[src/rtl/opfwd_pkg.sv]
package opfwd_pkg;
    typedef enum logic [1:0] {
        FSEL_RF  = 2'd0,
        FSEL_WB  = 2'd1,
        FSEL_MEM = 2'd2
    } fwd_sel_e;
endpackage

[src/rtl/opfwd_src_sel.sv]
module opfwd_src_sel
    import opfwd_pkg::*;
#(
    parameter int IDX_W  = 5,
    parameter int DATA_W = 32
) (
    input  logic [IDX_W-1:0]  src_idx,
    input  logic [DATA_W-1:0] rf_val,
    input  logic [IDX_W-1:0]  mem_dst,
    input  logic              mem_we,
    input  logic [DATA_W-1:0] mem_val,
    input  logic [IDX_W-1:0]  wb_dst,
    input  logic              wb_we,
    input  logic [DATA_W-1:0] wb_val,
    output fwd_sel_e          sel,
    output logic [DATA_W-1:0] val
);
    typedef struct packed {
        logic     hit_mem;
        logic     hit_wb;
        fwd_sel_e sel;
    } dec_t;

    dec_t dec_d;

    always_comb begin
        dec_d = '0;
        dec_d.hit_mem = mem_we && (mem_dst == src_idx) && (src_idx != '0);
        dec_d.hit_wb  = wb_we && (wb_dst == src_idx) && (src_idx != '0);
        if (dec_d.hit_mem) begin
            dec_d.sel = FSEL_MEM;
        end else if (dec_d.hit_wb) begin
            dec_d.sel = FSEL_WB;
        end else begin
            dec_d.sel = FSEL_RF;
        end
    end

    assign sel = dec_d.sel;

    always_comb begin
        unique case (dec_d.sel)
            FSEL_MEM: val = mem_val;
            FSEL_WB:  val = wb_val;
            default:  val = rf_val;
        endcase
    end
endmodule

[src/rtl/opfwd_store_path.sv]
module opfwd_store_path #(
    parameter int IDX_W  = 5,
    parameter int DATA_W = 32
) (
    input  logic              mem_is_store,
    input  logic [IDX_W-1:0]  mem_st_rt_idx,
    input  logic [DATA_W-1:0] mem_st_data,
    input  logic [IDX_W-1:0]  wb_dst_idx,
    input  logic              wb_wr_en,
    input  logic              wb_is_load,
    input  logic [DATA_W-1:0] wb_res,
    output logic              st_fwd,
    output logic [DATA_W-1:0] st_data_out
);
    typedef struct packed {
        logic load_live;
        logic idx_match;
        logic take;
    } st_dec_t;

    st_dec_t st_d;

    always_comb begin
        st_d.load_live = wb_is_load && wb_wr_en && (wb_dst_idx != '0);
        st_d.idx_match = (mem_st_rt_idx == wb_dst_idx);
        st_d.take      = st_d.load_live && mem_is_store && st_d.idx_match;
    end

    assign st_fwd      = st_d.take;
    assign st_data_out = st_d.take ? wb_res : mem_st_data;
endmodule

[src/rtl/opfwd_unit.sv]
module opfwd_unit
    import opfwd_pkg::*;
#(
    parameter int IDX_W  = 5,
    parameter int DATA_W = 32
) (
    input  logic [IDX_W-1:0]  ex_rs_idx,
    input  logic [IDX_W-1:0]  ex_rt_idx,
    input  logic [DATA_W-1:0] ex_rs_val,
    input  logic [DATA_W-1:0] ex_rt_val,
    input  logic [IDX_W-1:0]  mem_dst_idx,
    input  logic              mem_wr_en,
    input  logic [DATA_W-1:0] mem_alu_res,
    input  logic              mem_is_store,
    input  logic [IDX_W-1:0]  mem_st_rt_idx,
    input  logic [DATA_W-1:0] mem_st_data,
    input  logic [IDX_W-1:0]  wb_dst_idx,
    input  logic              wb_wr_en,
    input  logic              wb_is_load,
    input  logic [DATA_W-1:0] wb_res,
    output logic [DATA_W-1:0] opa_out,
    output logic [DATA_W-1:0] opb_out,
    output logic [1:0]        sel_a,
    output logic [1:0]        sel_b,
    output logic              st_fwd,
    output logic [DATA_W-1:0] st_data_out
);
    localparam int N_OPS = 2;

    logic [N_OPS-1:0][IDX_W-1:0]  src_idx;
    logic [N_OPS-1:0][DATA_W-1:0] src_rf;
    logic [N_OPS-1:0][DATA_W-1:0] src_out;
    fwd_sel_e                     src_sel [N_OPS];

    assign src_idx[0] = ex_rs_idx;
    assign src_idx[1] = ex_rt_idx;
    assign src_rf[0]  = ex_rs_val;
    assign src_rf[1]  = ex_rt_val;

    for (genvar g = 0; g < N_OPS; g++) begin : g_op
        opfwd_src_sel #(.IDX_W(IDX_W), .DATA_W(DATA_W)) u_sel (
            .src_idx (src_idx[g]),
            .rf_val  (src_rf[g]),
            .mem_dst (mem_dst_idx),
            .mem_we  (mem_wr_en),
            .mem_val (mem_alu_res),
            .wb_dst  (wb_dst_idx),
            .wb_we   (wb_wr_en),
            .wb_val  (wb_res),
            .sel     (src_sel[g]),
            .val     (src_out[g])
        );
    end

    assign opa_out = src_out[0];
    assign opb_out = src_out[1];
    assign sel_a   = src_sel[0];
    assign sel_b   = src_sel[1];

    opfwd_store_path #(.IDX_W(IDX_W), .DATA_W(DATA_W)) u_st (
        .mem_is_store  (mem_is_store),
        .mem_st_rt_idx (mem_st_rt_idx),
        .mem_st_data   (mem_st_data),
        .wb_dst_idx    (wb_dst_idx),
        .wb_wr_en      (wb_wr_en),
        .wb_is_load    (wb_is_load),
        .wb_res        (wb_res),
        .st_fwd        (st_fwd),
        .st_data_out   (st_data_out)
    );
endmodule

[config.mk]
export PLATFORM = sky130hd
export DESIGN_NAME = opfwd_unit
export DESIGN_NICKNAME = d
export VERILOG_FILES = /design/src/rtl/opfwd_pkg.sv /design/src/rtl/opfwd_src_sel.sv /design/src/rtl/opfwd_store_path.sv /design/src/rtl/opfwd_unit.sv
export SDC_FILE = /design/constraint.sdc
export NUM_CORES = 1
export LEC_CHECK = 0
export ABC_AREA = 1
export BUFFER_PORTS_ARGS = -buffer_cell sky130_fd_sc_hd__buf_2
export CAP_MARGIN = 40
export CORE_AREA = 2 2 113 115
export DETAILED_ROUTE_END_ITERATION = 10
export DIE_AREA = 0 0 115 117
export PLACE_DENSITY = 0.64
export RECOVER_POWER = 50
export SLEW_MARGIN = 30
export SYNTH_ARGS = -nofsm -noshare
export SYNTH_HDL_FRONTEND = slang
export SYNTH_SLANG_ARGS = --single-unit
[constraint.sdc]
create_clock -name vclk -period 1.4
set_input_delay 0.28 -clock vclk [all_inputs]
set_output_delay 0.28 -clock vclk [all_outputs]
set_load 0.005 [all_outputs]
==> results.rst <==
.. list-table::
   :header-rows: 1

   * - Metric
     - Value
   * - Status
     - complete, but fails checks
   * - Violated checks
     - setup timing
   * - Area after DPL
     - 0.00443 mm2
   * - Via count of the first global-routing pass
     - a little under 5000
   * - Router iterations before antenna repair
     - 5
   * - Crit-path leading delay family
     - simple AND/OR/NAND/NOR gates
   * - Antenna violations before repair
     - 1
   * - Power density over the cells
     - ~240 mW/mm2
   * - Placer Congestion
     - approximately 0.9
   * - Final count of hold timing violations
     - 0
   * - Final-layout clock buffer total
     - 0
   * - Unrepaired setup endpoints after global routing
     - yes
   * - # rows
     - a little over 40
   * - Post-cts hold buffer count
     - 0
   * - Sequential cell count of the final layout
     - 0
   * - Maximum cell stage delay along the critical path
     - roughly 0.17 ns
   * - Multi-input combinational cell area
     - roughly 0.0034 mm2
   * - Yosys top cell by area
     - sky130_fd_sc_hd__nand3_1
   * - Relative area change from synthesis to final layout
     - 160%
   * - Met1 Resource Use GR
     - between 30% and 40%
   * - Maximum number of pins on one net before global-route repair
     - 30
   * - Share of the synthesized area in the top cell type
     - 38.4%
   * - Core region area
     - approximately 0.012 mm2
   * - Kind of capture point of the worst setup path
     - output port
   * - Sequential cell area
     - 0 um2
   * - Via density per instance
     - around 5.4
   * - Fraction of final layout cells with drive strength greater than 1
     - a little over two thirds
   * - Slew Viols, Final
     - 0
   * - Area of the die
     - between 0.01 and 0.015 mm2
   * - YS warnings
     - 0
   * - Initial core utilization
     - between 20% and 30%
   * - Cell types with the largest area share after synthesis
     - sky130_fd_sc_hd__nand3_1, sky130_fd_sc_hd__nand2_1, sky130_fd_sc_hd__nand4_1
   * - Met3 demand-to-capacity share in global routing
     - between 2 and 2.5%
   * - Post-synthesis cell count
     - around 550
   * - Total of buffers placed on input and output ports
     - 290
   * - Startpoint class of the critical path
     - input pin
   * - Worst setup slack after placement
     - -0.451 ns
   * - Number of buffer and inverter instances along the worst setup path
     - 5
   * - Fraction of the yosys area taken by sequential cells
     - 0%
   * - Post-synthesis area per instance
     - around 4.7 um2
   * - Routed vias
     - about 5600
   * - Fillers
     - ~1200
   * - Yosys cell types
     - 19
   * - Final worst hold slack
     - a little over 0.8 ns
   * - Ports
     - 290
   * - Slew at the pin closest to its max-slew limit
     - between 0.2 and 0.3 ns
   * - Nets
     - around 1100
   * - Timing-limited maximum frequency
     - approximately 560 MHz
   * - Vertical extent of the die
     - 117 um
   * - Maximum resistive drop on vdd
     - 196 uV
   * - Final non-filler cell area
     - just under 0.007 mm2
   * - DRC errors left
     - 0
   * - Routed wire length
     - 20400 um
   * - Top-count cell post-synth
     - sky130_fd_sc_hd__nand2_1
   * - Number of nets in the synthesized netlist
     - ~740
   * - Hold Path Class
     - input pin to output port
   * - Total routing usage reported by global routing
     - 24.3%
   * - Crit path time final
     - ~1.8 ns
   * - Final worst setup slack
     - -0.393 ns
   * - Cell type with the highest occurrence count on the critical path
     - sky130_fd_sc_hd__nand3_2
   * - Dpl hpwl
     - 11800 um
   * - M2 GR Usage
     - 44.9%
   * - Ranking of synthesized cells by instance count
     - sky130_fd_sc_hd__nand2_1, sky130_fd_sc_hd__nand3_1, sky130_fd_sc_hd__buf_2, sky130_fd_sc_hd__nand4_1, sky130_fd_sc_hd__inv_1
   * - Top fanout value on the critical path
     - 5
   * - Antenna Violating Nets Remaining
     - 0
   * - Die span in x
     - between 100 and 150 um
   * - Most used routing layer in global routing
     - met2
   * - Endpoints failing setup
     - 101
   * - Final period util
     - 128%
   * - Average detailed-routed wire length per instance
     - approximately 20 um
   * - Worst path required time
     - ~1.1 ns
   * - GRT overflow
     - 0
   * - CP max stage cell
     - sky130_fd_sc_hd__buf_12
   * - Critical path class
     - input pin to output port
   * - CP Data Arrival Time
     - 1.51 ns
   * - Cells along the critical path
     - buf_6, inv_1, nand2_1, nand3_2, nor2_2, nand2_4, buf_12, clkbuf_16, nand3_2, nand3_2, buf_2
   * - Post-synthesis instance area
     - approximately 0.0026 mm2
   * - Headroom to the max-slew limit
     - about four fifths
   * - Max-capacitance violation count
     - 0
   * - Static Leakage
     - 3.56 nW
   * - Wire length of the first global-routing pass
     - 25600 um
   * - Number of DRC violations after detailed-routing iteration 0
     - ~470
   * - Setup tns final
     - -34.04 ns
## cell families (layout without fill, tap and decap cells)
kind of cell	after synthesis	in the layout	share of synthesized area [%]
AO/OA/AOI/OAI	4	4	1.25
buffers and inverters	81	399	16.1
other	0	1	0
AND/OR/NAND/NOR	465	465	81.6
XOR/XNOR	3	3	1.01
## path summary, 6_finish.rpt
path,startpoint,cells past startpoint,to
max,ex_rt_idx[1],11,opb_out[13]
min,mem_st_data[31],4,st_data_out[31]
## layer usage
layer	wire [um]	share of wire, %
met4	460	2.3
met3	1960	9.6
met5	0	0
met2	10100	50
met1	7810	38
## power breakdown
part	switching [W]	total, W	internal, W
Clock	0	0.0000000000955	0.0000000000955
Combinational	0.000822	0.00161	0.000791
Sequential	0	0	0
Total	0.000822	0.00161	0.000791
## worst min-delay path, stage by stage
cell                      delay [ns]
sky130_fd_sc_hd__buf_2          0.07
sky130_fd_sc_hd__nand2_1        0.04
sky130_fd_sc_hd__nand2_1        0.04
sky130_fd_sc_hd__buf_2          0.10
## placed cells by master (no fill, tap or decap), types with 2 or more instances in the layout
master / count
sky130_fd_sc_hd__buf_2: 255
sky130_fd_sc_hd__nand2_1: 158
sky130_fd_sc_hd__nand3_2: 123
sky130_fd_sc_hd__nand3_1: 54
sky130_fd_sc_hd__buf_6: 39
sky130_fd_sc_hd__nand2_2: 38
sky130_fd_sc_hd__nand4_1: 32
sky130_fd_sc_hd__buf_12: 29
sky130_fd_sc_hd__nand3_4: 23
sky130_fd_sc_hd__inv_2: 16
sky130_fd_sc_hd__buf_4: 14
sky130_fd_sc_hd__nand2_4: 13
sky130_fd_sc_hd__inv_1: 11
sky130_fd_sc_hd__buf_16: 11
sky130_fd_sc_hd__nor2_4: 10
sky130_fd_sc_hd__nor2_2: 8
sky130_fd_sc_hd__buf_8: 7
sky130_fd_sc_hd__clkbuf_16: 7
sky130_fd_sc_hd__inv_6: 4
sky130_fd_sc_hd__nor2_1: 4
sky130_fd_sc_hd__inv_4: 3
sky130_fd_sc_hd__clkinv_8: 2
## timing repair
action | CTS | global route
endpoints found under the setup margin | 101 | 101
gates resized for setup | 206 | 195
setup buffers | 12 | 8
gates cloned | 18 | 8
pin swaps | 78 | 50
## cell type report
type                       instances  area share [%]
multi-input combinational        472            50.1
timing repair buffer             362            44.2
inverter                          37            2.91
tap                              150            2.78
antenna                            1          0.0370
## stage by stage
stage	power (W)	utilization [%]	instances
5_1_grt	0.00172	54.8	1021
3_3_place_gp	0.00111	35.9	982
2_1_floorplan	0.000445	-	553
6_report	0.00161	54.9	1022
4_1_cts	0.00137	46.9	1012
3_5_place_dp	0.00111	35.9	982
(Power assumes the default switching activity.)
